## src/rtl/seccfg_pkg.sv

```systemverilog
package seccfg_pkg;

  localparam int unsigned WORD_W   = 32;
  localparam int unsigned BE_W     = WORD_W / 8;
  localparam int unsigned LOCK_W   = 5;
  localparam int unsigned DEC_LSB  = 9;
  localparam int unsigned DEC_W    = 3;

  localparam logic [WORD_W-1:0] CTRL_RESET = 32'h0C00_6000;
  localparam logic [WORD_W-1:0] FORCE_MASK = 32'h8000_0000;
  localparam logic [WORD_W-1:0] PR_MASK    = 32'h0800_0000;
  localparam logic [WORD_W-1:0] DEC_MASK   = 32'h0000_0E00;

  typedef enum logic [1:0] {
    SEL_NONE   = 2'd0,
    SEL_CTRL   = 2'd1,
    SEL_LOCK   = 2'd2,
    SEL_UNLOCK = 2'd3
  } reg_sel_e;

  // Control bits frozen by each lock bit.
  function automatic logic [WORD_W-1:0] lock_group_mask(input int unsigned grp);
    logic [WORD_W-1:0] m;
    case (grp)
      0:       m = 32'h0000_007F;
      1:       m = 32'h0000_0080;
      2:       m = 32'h0000_0100;
      3:       m = DEC_MASK;
      4:       m = 32'h0000_1000;
      default: m = '0;
    endcase
    return m;
  endfunction

endpackage

```

## src/rtl/seccfg_rst_sync.sv

```systemverilog
module seccfg_rst_sync (
  input  logic clk,
  input  logic rst_n,
  output logic rst_sync_n
);

  logic [1:0] sync_q;

  always_ff @(posedge clk or negedge rst_n) begin
    if (!rst_n) begin
      sync_q <= 2'b00;
    end else begin
      sync_q <= {sync_q[0], 1'b1};
    end
  end

  assign rst_sync_n = sync_q[1];

endmodule

```

## src/rtl/seccfg_decode.sv

```systemverilog
module seccfg_decode
  import seccfg_pkg::*;
#(
  parameter int unsigned        ADDR_W      = 8,
  parameter logic [ADDR_W-1:0]  CTRL_OFFS   = 'h00,
  parameter logic [ADDR_W-1:0]  LOCK_OFFS   = 'h04,
  parameter logic [ADDR_W-1:0]  UNLOCK_OFFS = 'h08
) (
  input  logic              clk,
  input  logic              rst_n,
  input  logic              bus_sel,
  input  logic              bus_write,
  input  logic [ADDR_W-1:0] bus_addr,
  input  logic [BE_W-1:0]   bus_be,
  input  logic              access_en,
  output logic              wr_ctrl,
  output logic              wr_lock,
  output logic              wr_unlock,
  output logic              rd_go,
  output reg_sel_e          rd_sel
);

  logic     full_word;
  logic     open_acc;
  reg_sel_e hit;

  assign full_word = &bus_be;
  assign open_acc  = bus_sel && full_word && access_en;

  always_comb begin
    hit = SEL_NONE;
    if (bus_addr == CTRL_OFFS) begin
      hit = SEL_CTRL;
    end else if (bus_addr == LOCK_OFFS) begin
      hit = SEL_LOCK;
    end else if (bus_addr == UNLOCK_OFFS) begin
      hit = SEL_UNLOCK;
    end
  end

  always_comb begin
    wr_ctrl   = 1'b0;
    wr_lock   = 1'b0;
    wr_unlock = 1'b0;
    rd_sel    = SEL_NONE;
    rd_go     = bus_sel && !bus_write;
    if (open_acc) begin
      if (bus_write) begin
        wr_ctrl   = (hit == SEL_CTRL);
        wr_lock   = (hit == SEL_LOCK);
        wr_unlock = (hit == SEL_UNLOCK);
      end else begin
        rd_sel    = hit;
      end
    end
  end

  AST_PARTIAL_DROP: assert property (@(posedge clk) disable iff (!rst_n)
    (bus_sel && !(&bus_be)) |-> !(wr_ctrl || wr_lock || wr_unlock) && (rd_sel == SEL_NONE));

  AST_CLOSED_NO_WRITE: assert property (@(posedge clk) disable iff (!rst_n)
    !access_en |-> !(wr_ctrl || wr_lock || wr_unlock));

  AST_ONE_STROBE: assert property (@(posedge clk) disable iff (!rst_n)
    $countones({wr_ctrl, wr_lock, wr_unlock}) <= 1);

endmodule

```

## src/rtl/seccfg_lock.sv

```systemverilog
module seccfg_lock
  import seccfg_pkg::*;
(
  input  logic              clk,
  input  logic              rst_n,
  input  logic              wr_lock,
  input  logic [LOCK_W-1:0] wdata_lock,
  output logic [LOCK_W-1:0] lock_q
);

  logic [LOCK_W-1:0] lock_d;
  logic              lock_en;

  assign lock_en = wr_lock;

  always_comb begin
    lock_d = lock_q | wdata_lock;
  end

  always_ff @(posedge clk or negedge rst_n) begin
    if (!rst_n) begin
      lock_q <= '0;
    end else if (lock_en) begin
      lock_q <= lock_d;
    end
  end

  AST_LOCK_STICKY: assert property (@(posedge clk) disable iff (!rst_n)
    (~lock_q & $past(lock_q)) == '0);

endmodule

```

## src/rtl/seccfg_ctrl.sv

```systemverilog
module seccfg_ctrl
  import seccfg_pkg::*;
#(
  parameter logic [WORD_W-1:0] UNLOCK_KEY = 32'h757B_DF0D
) (
  input  logic              clk,
  input  logic              rst_n,
  input  logic              wr_ctrl,
  input  logic              wr_unlock,
  input  logic [WORD_W-1:0] wdata,
  input  logic [LOCK_W-1:0] lock_q,
  output logic [WORD_W-1:0] ctrl_q,
  output logic              access_q
);

  localparam logic [WORD_W-1:0] KEY_SET = PR_MASK | DEC_MASK;

  logic [WORD_W-1:0] grp_keep [LOCK_W];
  logic [WORD_W-1:0] keep_mask;
  logic [WORD_W-1:0] ctrl_d;
  logic              access_d;
  logic              ctrl_en;
  logic              access_en_ff;
  logic              key_ok;

  genvar g;
  generate
    for (g = 0; g < LOCK_W; g++) begin : g_grp
      localparam logic [WORD_W-1:0] GMASK = lock_group_mask(g);
      assign grp_keep[g] = lock_q[g] ? GMASK : '0;

      AST_LOCK_HOLDS: assert property (@(posedge clk) disable iff (!rst_n)
        (lock_q[g] && !wr_unlock) |=> $stable(ctrl_q & GMASK));
    end
  endgenerate

  always_comb begin
    keep_mask = '0;
    for (int i = 0; i < LOCK_W; i++) begin
      keep_mask = keep_mask | grp_keep[i];
    end
  end

  assign key_ok       = (wdata == UNLOCK_KEY);
  assign ctrl_en      = wr_ctrl || wr_unlock;
  assign access_en_ff = wr_unlock;

  always_comb begin
    ctrl_d   = ctrl_q;
    access_d = access_q;
    if (wr_ctrl) begin
      ctrl_d = ((wdata & ~keep_mask) | (ctrl_q & keep_mask)) & ~FORCE_MASK;
    end else if (wr_unlock) begin
      if (key_ok) begin
        ctrl_d = ctrl_q | KEY_SET;
      end else begin
        ctrl_d   = ctrl_q & ~KEY_SET;
        access_d = 1'b0;
      end
    end
  end

  always_ff @(posedge clk or negedge rst_n) begin
    if (!rst_n) begin
      ctrl_q <= CTRL_RESET;
    end else if (ctrl_en) begin
      ctrl_q <= ctrl_d;
    end
  end

  always_ff @(posedge clk or negedge rst_n) begin
    if (!rst_n) begin
      access_q <= 1'b1;
    end else if (access_en_ff) begin
      access_q <= access_d;
    end
  end

  AST_GOOD_KEY: assert property (@(posedge clk) disable iff (!rst_n)
    (wr_unlock && wdata == UNLOCK_KEY) |=> ((ctrl_q & KEY_SET) == KEY_SET) && access_q);

  AST_BAD_KEY: assert property (@(posedge clk) disable iff (!rst_n)
    (wr_unlock && wdata != UNLOCK_KEY) |=> ((ctrl_q & KEY_SET) == '0) && !access_q);

  AST_STAY_CLOSED: assert property (@(posedge clk) disable iff (!rst_n)
    !access_q |=> !access_q && $stable(ctrl_q));

  AST_FORCE_ZERO: assert property (@(posedge clk) disable iff (!rst_n)
    wr_ctrl |=> !ctrl_q[WORD_W-1]);

endmodule

```

## src/rtl/seccfg_reg.sv

```systemverilog
module seccfg_reg
  import seccfg_pkg::*;
#(
  parameter int unsigned        ADDR_W      = 8,
  parameter logic [ADDR_W-1:0]  CTRL_OFFS   = 'h00,
  parameter logic [ADDR_W-1:0]  LOCK_OFFS   = 'h04,
  parameter logic [ADDR_W-1:0]  UNLOCK_OFFS = 'h08,
  parameter logic [31:0]        UNLOCK_KEY  = 32'h757B_DF0D
) (
  input  logic              clk,
  input  logic              rst_n,
  input  logic              bus_sel,
  input  logic              bus_write,
  input  logic [ADDR_W-1:0] bus_addr,
  input  logic [3:0]        bus_be,
  input  logic [31:0]       bus_wdata,
  output logic [31:0]       bus_rdata,
  output logic              bus_rvalid,
  output logic [31:0]       ctrl_value,
  output logic              access_en,
  output logic              decrypt_warn
);

  logic              rst_sync_n;
  logic              wr_ctrl;
  logic              wr_lock;
  logic              wr_unlock;
  logic              rd_go;
  reg_sel_e          rd_sel;
  logic [LOCK_W-1:0] lock_q;
  logic [WORD_W-1:0] ctrl_q;
  logic              access_q;
  logic [WORD_W-1:0] rdata_d;
  logic [WORD_W-1:0] rdata_q;
  logic              rvalid_q;
  logic [DEC_W-1:0]  dec_field;

  seccfg_rst_sync u_rst (
    .clk        (clk),
    .rst_n      (rst_n),
    .rst_sync_n (rst_sync_n)
  );

  seccfg_decode #(
    .ADDR_W      (ADDR_W),
    .CTRL_OFFS   (CTRL_OFFS),
    .LOCK_OFFS   (LOCK_OFFS),
    .UNLOCK_OFFS (UNLOCK_OFFS)
  ) u_dec (
    .clk       (clk),
    .rst_n     (rst_sync_n),
    .bus_sel   (bus_sel),
    .bus_write (bus_write),
    .bus_addr  (bus_addr),
    .bus_be    (bus_be),
    .access_en (access_q),
    .wr_ctrl   (wr_ctrl),
    .wr_lock   (wr_lock),
    .wr_unlock (wr_unlock),
    .rd_go     (rd_go),
    .rd_sel    (rd_sel)
  );

  seccfg_lock u_lock (
    .clk        (clk),
    .rst_n      (rst_sync_n),
    .wr_lock    (wr_lock),
    .wdata_lock (bus_wdata[LOCK_W-1:0]),
    .lock_q     (lock_q)
  );

  seccfg_ctrl #(
    .UNLOCK_KEY (UNLOCK_KEY)
  ) u_ctrl (
    .clk       (clk),
    .rst_n     (rst_sync_n),
    .wr_ctrl   (wr_ctrl),
    .wr_unlock (wr_unlock),
    .wdata     (bus_wdata),
    .lock_q    (lock_q),
    .ctrl_q    (ctrl_q),
    .access_q  (access_q)
  );

  always_comb begin
    case (rd_sel)
      SEL_CTRL: rdata_d = ctrl_q;
      SEL_LOCK: rdata_d = {{(WORD_W-LOCK_W){1'b0}}, lock_q};
      default:  rdata_d = '0;
    endcase
  end

  always_ff @(posedge clk or negedge rst_sync_n) begin
    if (!rst_sync_n) begin
      rdata_q <= '0;
    end else if (rd_go) begin
      rdata_q <= rdata_d;
    end
  end

  always_ff @(posedge clk or negedge rst_sync_n) begin
    if (!rst_sync_n) begin
      rvalid_q <= 1'b0;
    end else begin
      rvalid_q <= rd_go;
    end
  end

  assign dec_field    = ctrl_q[DEC_LSB +: DEC_W];
  assign decrypt_warn = (dec_field != '0) && (dec_field != '1);
  assign bus_rdata    = rdata_q;
  assign bus_rvalid   = rvalid_q;
  assign ctrl_value   = ctrl_q;
  assign access_en    = access_q;

  AST_CLOSED_READ_ZERO: assert property (@(posedge clk) disable iff (!rst_sync_n)
    (rd_go && !access_q) |=> (bus_rdata == '0));

  AST_LOCK_READ_UPPER: assert property (@(posedge clk) disable iff (!rst_sync_n)
    bus_rvalid |-> (bus_rdata[WORD_W-1] == 1'b0));

endmodule

```

## config.mk

```make
export PLATFORM = sky130hd
export DESIGN_NAME = seccfg_reg
export DESIGN_NICKNAME = d
export VERILOG_FILES = /design/src/rtl/seccfg_pkg.sv /design/src/rtl/seccfg_rst_sync.sv /design/src/rtl/seccfg_decode.sv /design/src/rtl/seccfg_lock.sv /design/src/rtl/seccfg_ctrl.sv /design/src/rtl/seccfg_reg.sv
export SDC_FILE = /design/constraint.sdc
export NUM_CORES = 1
export LEC_CHECK = 0
export BUFFER_PORTS_ARGS = -buffer_cell sky130_fd_sc_hd__buf_2
export CAP_MARGIN = 20
export CELL_PAD_IN_SITES_DETAIL_PLACEMENT = 0
export CELL_PAD_IN_SITES_GLOBAL_PLACEMENT = 1
export CORE_MARGIN = 2
export CORE_UTILIZATION = 36
export CTS_CLUSTER_SIZE = 20
export DETAILED_ROUTE_END_ITERATION = 8
export GPL_TIMING_DRIVEN = 0
export PLACE_DENSITY_LB_ADDON = 0.2
export SETUP_SLACK_MARGIN = 0.4
export SYNTH_ARGS = -nofsm -noshare
export SYNTH_HDL_FRONTEND = slang
export SYNTH_SLANG_ARGS = --single-unit
```

## constraint.sdc

```tcl
create_clock -name clk -period 2.8 [get_ports clk]
set_input_delay 0.84 -clock clk [delete_from_list [all_inputs] [get_ports clk]]
set_output_delay 0.84 -clock clk [all_outputs]
set_load 0.01 [all_outputs]
```

==> out/results.tsv, run 1 <==
stage	metric	value	unit
floorplan	row cnt	33	
grt	global route overflow	0	
grt	global-route wire length before repair	13340	um
synthesis	EDFF count, synth	0	
sta	final slew viol count	0	
synthesis	ys async rst share	1.000	
cells_and_area	final net count	489	
cells_and_area	area of the multi-input gates	1341	sq um
sta	final setup fails	0	
floorplan	die area	9389	sq um
sta	Final min period	2.463	ns
cts	Worst-Skew Late Latency	0.34	ns
synthesis	cell area after synthesis	3107	sq um
synthesis	syn nets	358	
synthesis	Top FF cell, synth	dfrtp_1	
worst_setup_path	CP max stage delay	0.53	ns
grt	most used routing layer in global routing	met2	
drt	DR WL/cell	15.37	um
worst_setup_path	critical path fanouts, max	7	
drt	residual DRC count	0	
synthesis	post-synthesis sequential area ratio	0.5820	
flow_run	Max-Cap Viols	0	
synthesis	most common library cells after synthesis	109 x nand2_1, 67 x dfrtp_1, 31 x o21ai_0	
sta	RSZ-0062 raised after global routing	true	
power_and_ir_drop	Pwr per Cell Area	476.8	nW/um^2
grt	met2 Resource Use GR	0.2933	
worst_setup_path	r2r startpoint	u_ctrl.access_q	
synthesis	Syn Inst Count	308	
drt	DR vias	2646	
cells_and_area	Reg area	1812	sq um
cts	Max H-tree Level	3	
synthesis	Synth Area per Inst	10.09	sq um
worst_setup_path	CP max stage cell	or4_4	
drt	Antenna Nets Post-Route	0	
sta	skew final	0.01278	ns
floorplan	Initial Util	0.3743	
worst_setup_path	reg2reg end	bus_rdata[18]	
grt	routing usage on met3	0.03974	
worst_setup_path	WP buf/inv	3	
worst_setup_path	cell family with most CP delay	simple AND/OR/NAND/NOR gates	
synthesis	Synth top area share	0.5397	
synthesis	Netlist cell types	41	
worst_setup_path	Worst R2R Setup Slack	0.62	ns
worst_setup_path	critical path arrival	2.68	ns
cells_and_area	Area Growth Syn to Fin	37.94	%
cells_and_area	fillers	795	
floorplan	Die H	96.90	um
placed_design	PortBufs	113	
grt	vias in the first global route	2590	
floorplan	core outline area	8299	sq um
worst_setup_path	Worst Setup End Kind	flop	
placed_design	Post-Place Cells	527	
worst_setup_path	R2R depth	7	
cts	CTS max path bufs	2	
sta	Final Hold Fails	0	
worst_setup_path	CP cell instances	buf_6 -> or4_4 -> buf_8 -> or4_4 -> buf_6 -> nor2_8 -> mux2_4	
cts	Reg clk slew, reported paths	0.07	ns
grt	largest net degree at the start of global routing	70	
power_and_ir_drop	worst IR drop on VDD	0.2178	mV
cells_and_area	Final Instance Area	4285	sq um
floorplan	Die Width	96.90	um
cts	clk sinks	72	
synthesis	Ys Warns	0	
cts	Hold Buf Count CTS	0	
sta	Slew @ Worst Pin	0.8149	ns
sta	achievable frequency	0.4061	GHz
cells_and_area	Final Core Density	0.5164	
drt	Vias/cell	4.820	
cells_and_area	Antenna diodes	0	
placed_design	routability congestion estimate	0.8680	
worst_setup_path	required time of the critical path	3.02	ns
placed_design	HPWL after DPL	6119	um
grt	initial antenna violation count	0	
worst_setup_path	critical path class	primary input to flop	
placed_design	Post-Place Cell Area	3842	sq um
drt	drt total wl	8437	um
synthesis	top-count cell post-synth	nand2_1	
synthesis	FF+latch count, synth	72	
cells_and_area	layout cells sized above 1	0.4234	
power_and_ir_drop	Leak	0.002231	uW
worst_setup_path	crit path launch type	primary input	
sta	fin crit share	0.8795	
cts	CTS tree	built	
worst_hold_path	HP Class	primary input to asynchronous set/reset pin	
grt	global-route usage over all layers	0.1793	
outcome	status	finished, final reports clean	
cells_and_area	Non-Filler Instances	549	
worst_setup_path	Worst setup startpoint	bus_addr[0]	
sta	Rel. slew slack	0.4518	
synthesis	dominant cells by area after synthesis	dfrtp_1 54%, nand2_1 13%, o21ai_0 5.0%	
sta	Hold WS	0.2729	ns
cts	clock root cell	clkbuf_8	
synthesis	post-synth top area cell	dfrtp_1	
cts	Num CTS Buffers	9	
drt	First-pass DRT Iterations	6	
worst_setup_path	Crit path depth	7	
drt	DRT iter0 DRCs	102	
floorplan	# IOs	115	
grt	met1 global-route usage	0.2372	
==> final cells by class <==
| class | count | area share |
|---|---|---|
| Buffer | 15 | 0.02599 |
| Clock buffer | 14 | 0.04263 |
| Sequential cell | 72 | 0.4228 |
| Timing Repair Buffer | 120 | 0.1533 |
| Tap cell | 105 | 0.03066 |
| Multi-Input combinational cell | 217 | 0.3130 |
| Inverter | 4 | 0.003504 |
| Clock inverter | 2 | 0.008175 |
==> power by group <==
part	leakage [uW]	switching, uW	internal [uW]
Sequential	0.000981	3.18	1040
Clock	0.000113	369	509
Combinational	0.00114	71.6	46.7
==> routing by layer <==
layer	share of wire	wire length, um	up-vias
met5	0	0	-
met4	0.017	145	0
met3	0.045	377	13
met2	0.49	4154	72
met1	0.45	3760	1255
li1	-	-	1306
==> per-stage QoR <==
stage               total power (uW)  setup slack, ns  setup TNS (ns)
floorplan                       1107           0.1129               0
global placement                1170          -0.2334          -19.06
detailed placement              1176          -0.2814          -6.704
CTS                             2061           0.2707               0
global route                    2129           0.3201               0
finish                          2043           0.3374               0
==> state kept, by name, indices dropped and copies added, names as in the netlist <==
signal and cells:
bus_rdata 32, u_ctrl.access_q 1, u_ctrl.ctrl_q 31, u_rst.sync_q 2
u_lock.lock_q 5, bus_rvalid 1
==> cell usage in the layout, fill, tap and decap left out, drive strengths merged <==
cell type,n
clkbuf,22
or3b,1
o21ai,31
conb,2
buf,127
inv,4
nand2,109
mux2,10
or4bb,2
and3,1
a31oi,1
ha,2
a22oi,5
a21o,5
nand4b,3
nand4bb,1
nor3,2
nand4,3
clkinv,1
and2,1
nand3b,1
dfstp,5
nor4,7
a211oi,3
a21oi,8
or4,4
nor2,6
xnor2,1
dfrtp,67
nand3,1
nor2b,1
bufinv,1
or4b,1
or2,2
nand2b,3
==> how the worst max path moves through the flow <==
stage / endpoint / slack (ns)
after global routing: u_ctrl.ctrl_q[3] / 0.32
after global placement: bus_rdata[0] / -0.23
final: u_ctrl.ctrl_q[3] / 0.34
after detailed placement: bus_rdata[0] / -0.28
after floorplan: u_ctrl.ctrl_q[12] / 0.11
after CTS: bus_rdata[0] / 0.27
==> cell families after synthesis <==
group | share of synthesized area
flops | 0.5820
compound gates | 0.09626
simple gates | 0.2296
mux | 0.04470
xor+xnor | 0.002820
other cells | 0.002417
fa+ha+maj | 0.008053
buf+inv | 0.03423
==> timing repair <==
item | 4_1_cts | 5_1_grt
gates resized for setup | 12 | 27
setup endpoints to repair | 50 | 51
setup buffers | 3 | 3
pin swaps | 2 | 4
Power figures use the tool's default switching activity.
==> run 2, diff against run 1 <==
--- a/config.mk
+++ b/config.mk
@@ -5,12 +5,11 @@
 export SDC_FILE = /design/constraint.sdc
 export NUM_CORES = 1
 export LEC_CHECK = 0
+export ABC_CLOCK_PERIOD_IN_PS = 2800
 export BUFFER_PORTS_ARGS = -buffer_cell sky130_fd_sc_hd__buf_2
 export CAP_MARGIN = 20
-export CELL_PAD_IN_SITES_DETAIL_PLACEMENT = 0
-export CELL_PAD_IN_SITES_GLOBAL_PLACEMENT = 1
 export CORE_MARGIN = 2
-export CORE_UTILIZATION = 36
+export CORE_UTILIZATION = 49
 export CTS_CLUSTER_SIZE = 20
 export DETAILED_ROUTE_END_ITERATION = 8
 export GPL_TIMING_DRIVEN = 0
==> out/results.tsv, run 2 (synthesis gave the netlist of run 1 again) <==
stage	metric	value	unit	change
outcome	status	finished, final reports clean		
worst_setup_path	CP max stage cell	or4_1		
cells_and_area	Antenna diodes	0		unchanged
sta	final slew viol count	0		unchanged
placed_design	DP Worst Slack	-0.2145	ns	+0.06686 ns
cts	CTS tree	built		
worst_setup_path	reg2reg end	bus_rdata[13]		
cts	clk sinks	72		unchanged
drt	Antenna Nets Post-Route	0		unchanged
drt	DR vias	2678		+1.2%
flow_run	Max-Cap Viols	0		unchanged
cells_and_area	Final Instance Area	4229	sq um	-1.3%
sta	Rel. slew slack	0.4055		-0.04622
sta	Slew @ Worst Pin	0.8917	ns	+0.07685 ns
sta	skew final	0.008282	ns	-0.004498 ns
cells_and_area	most common cell after layout, fill and taps aside	buf_2		
drt	DRT iter0 DRCs	96		-5.9%
cts	Worst-Skew Late Latency	0.34	ns	about the same
drt	drt total wl	7890	um	-6.5%
drt	Vias/cell	5.111		+6.0%
cells_and_area	Final Core Density	0.6776		+0.1613
sta	fin crit share	0.8907		+0.01123
placed_design	PortBufs	113		unchanged
worst_setup_path	Crit path depth	7		unchanged
worst_setup_path	CP cell instances	buf_6 -> or4_4 -> buf_6 -> buf_4 -> or4_1 -> a211oi_2 -> a21oi_1		
power_and_ir_drop	Leak	0.002234	uW	+0.10%
sta	Hold WS	0.2744	ns	+0.001450 ns
worst_setup_path	cell family with most CP delay	simple AND/OR/NAND/NOR gates		
grt	largest net degree at the start of global routing	71		+1.4%
drt	residual DRC count	0		unchanged
worst_setup_path	R2R depth	7		unchanged
cells_and_area	most frequent cells in the layout	114 x buf_2, 100 x nand2_1, 66 x dfrtp_1		
floorplan	core outline area	6241	sq um	-25%
power_and_ir_drop	Pwr per Cell Area	472.5	nW/um^2	-0.90%
worst_setup_path	WP buf/inv	3		unchanged
worst_setup_path	Worst Setup End Kind	flop		
worst_setup_path	most used cell, CP	buf_6		
power_and_ir_drop	worst IR drop on VDD	0.3517	mV	+61%
worst_setup_path	critical path fanouts, max	5		-2
floorplan	# IOs	115		unchanged
worst_hold_path	HP Class	primary input to asynchronous set/reset pin		
grt	global-route wire length before repair	12630	um	-5.3%
cts	Num CTS Buffers	9		unchanged
sta	setup TNS	0	ns	unchanged
worst_setup_path	required time of the critical path	3.01	ns	about the same
worst_setup_path	r2r startpoint	u_ctrl.access_q		
grt	vias in the first global route	2587		-0.12%
worst_setup_path	Worst R2R Setup Slack	0.60	ns	-0.02 ns
cells_and_area	Area Growth Syn to Fin	36.13	%	
sta	Worst Slack Setup Final	0.3060	ns	-0.03143 ns
drt	First-pass DRT Iterations	4		-2
worst_setup_path	CP max stage delay	0.59	ns	+0.06 ns
sta	Final min period	2.494	ns	+0.03143 ns
cells_and_area	max reg flops	32		unchanged
grt	global route overflow	0		unchanged
drt	DR WL/cell	15.06	um	-2.0%
floorplan	die area	6993	sq um	-26%
floorplan	Die Width	83.63	um	-14%
worst_setup_path	critical path class	primary input to flop		
cts	Reg clk slew, reported paths	0.07	ns	about the same
floorplan	Initial Util	0.4978		+0.1235
worst_setup_path	crit path launch type	primary input		
sta	Final Hold Fails	0		unchanged
sta	final setup fails	0		unchanged
placed_design	routability congestion estimate	0.8177		-5.8%
cts	CTS max path bufs	2		unchanged
worst_setup_path	critical path arrival	2.71	ns	+0.03 ns
cts	clock root cell	clkbuf_8		
sta	RSZ-0062 raised after global routing	true		
floorplan	row cnt	29		-12%
placed_design	Post-Place Cell Area	3780	sq um	-1.6%
sta	achievable frequency	0.4010	GHz	-1.3%
cts	Max H-tree Level	3		unchanged
cells_and_area	final net count	492		+0.61%
placed_design	HPWL after DPL	5607	um	-8.4%
floorplan	Die H	83.63	um	-14%
grt	initial antenna violation count	0		unchanged
cells_and_area	layout cells sized above 1	0.4295		+0.006107
grt	global-route usage over all layers	0.2310		+0.05170
run 2: cell types whose count changed in the layout (fill, tap and decap cells not counted), moves of 2 or more:
| cell | delta |
|---|---|
| a21oi_1 | +3 |
| a21oi_2 | -3 |
| buf_4 | +3 |
| clkbuf_8 | -2 |
| clkinvlp_4 | +2 |
| nand2_1 | -9 |
| nand2_2 | +7 |
| nand2_4 | +2 |
| nor4_1 | +2 |
run 2: worst max-delay path by stage:
stage	from	to	slack [ns]
floorplan	bus_addr[7]	u_ctrl.ctrl_q[12]	0.11
global placement	bus_addr[4]	bus_rdata[0]	-0.18
global route	bus_addr[7]	u_ctrl.ctrl_q[11]	0.27
finish	bus_addr[7]	u_ctrl.ctrl_q[9]	0.31
detailed placement	bus_addr[4]	bus_rdata[4]	-0.21
CTS	bus_addr[7]	bus_rdata[4]	0.32
run 2: cell type report:
type | instances | area [sq um]
Fill cell | 520 | 2012
Sequential cell | 72 | 1812
Multi-Input combinational cell | 217 | 1316
Timing Repair Buffer | 123 | 668.1
Clock buffer | 11 | 151.4
Buffer | 15 | 115.1
Tap cell | 77 | 96.34
Clock inverter | 5 | 55.05
Inverter | 4 | 15.01
run 2: repair_timing:
| item | in CTS | in global routing |
|---|---|---|
| endpoints found under the setup margin | 50 | 55 |
| setup buffers | 5 | 4 |
| pin swaps | 2 | 13 |
| cloned | 0 | 1 |
| hold buffers | 0 | 0 |
| gates resized for setup | 10 | 32 |
run 2: power breakdown:
part | internal [uW] | switching [uW]
logic | 41.8 | 49.5
registers | 1040 | 20.7
clock network | 457 | 386
total | 1540 | 456
run 2: per-layer routing:
layer  vias up  GRT usage  part of all wire
li1       1310          -                 -
met1      1275     0.3134              0.44
met2        86     0.3811              0.49
met3         7    0.04451             0.052
met4         0    0.06598             0.011
met5         -          0                 0
run 2: metrics by stage:
stage / instances / power, uW
6_report: 524 / 1998
2_1_floorplan: 308 / 1107
4_1_cts: 519 / 2008
5_1_grt: 524 / 2074
3_3_place_gp: 498 / 1167
3_5_place_dp: 498 / 1168
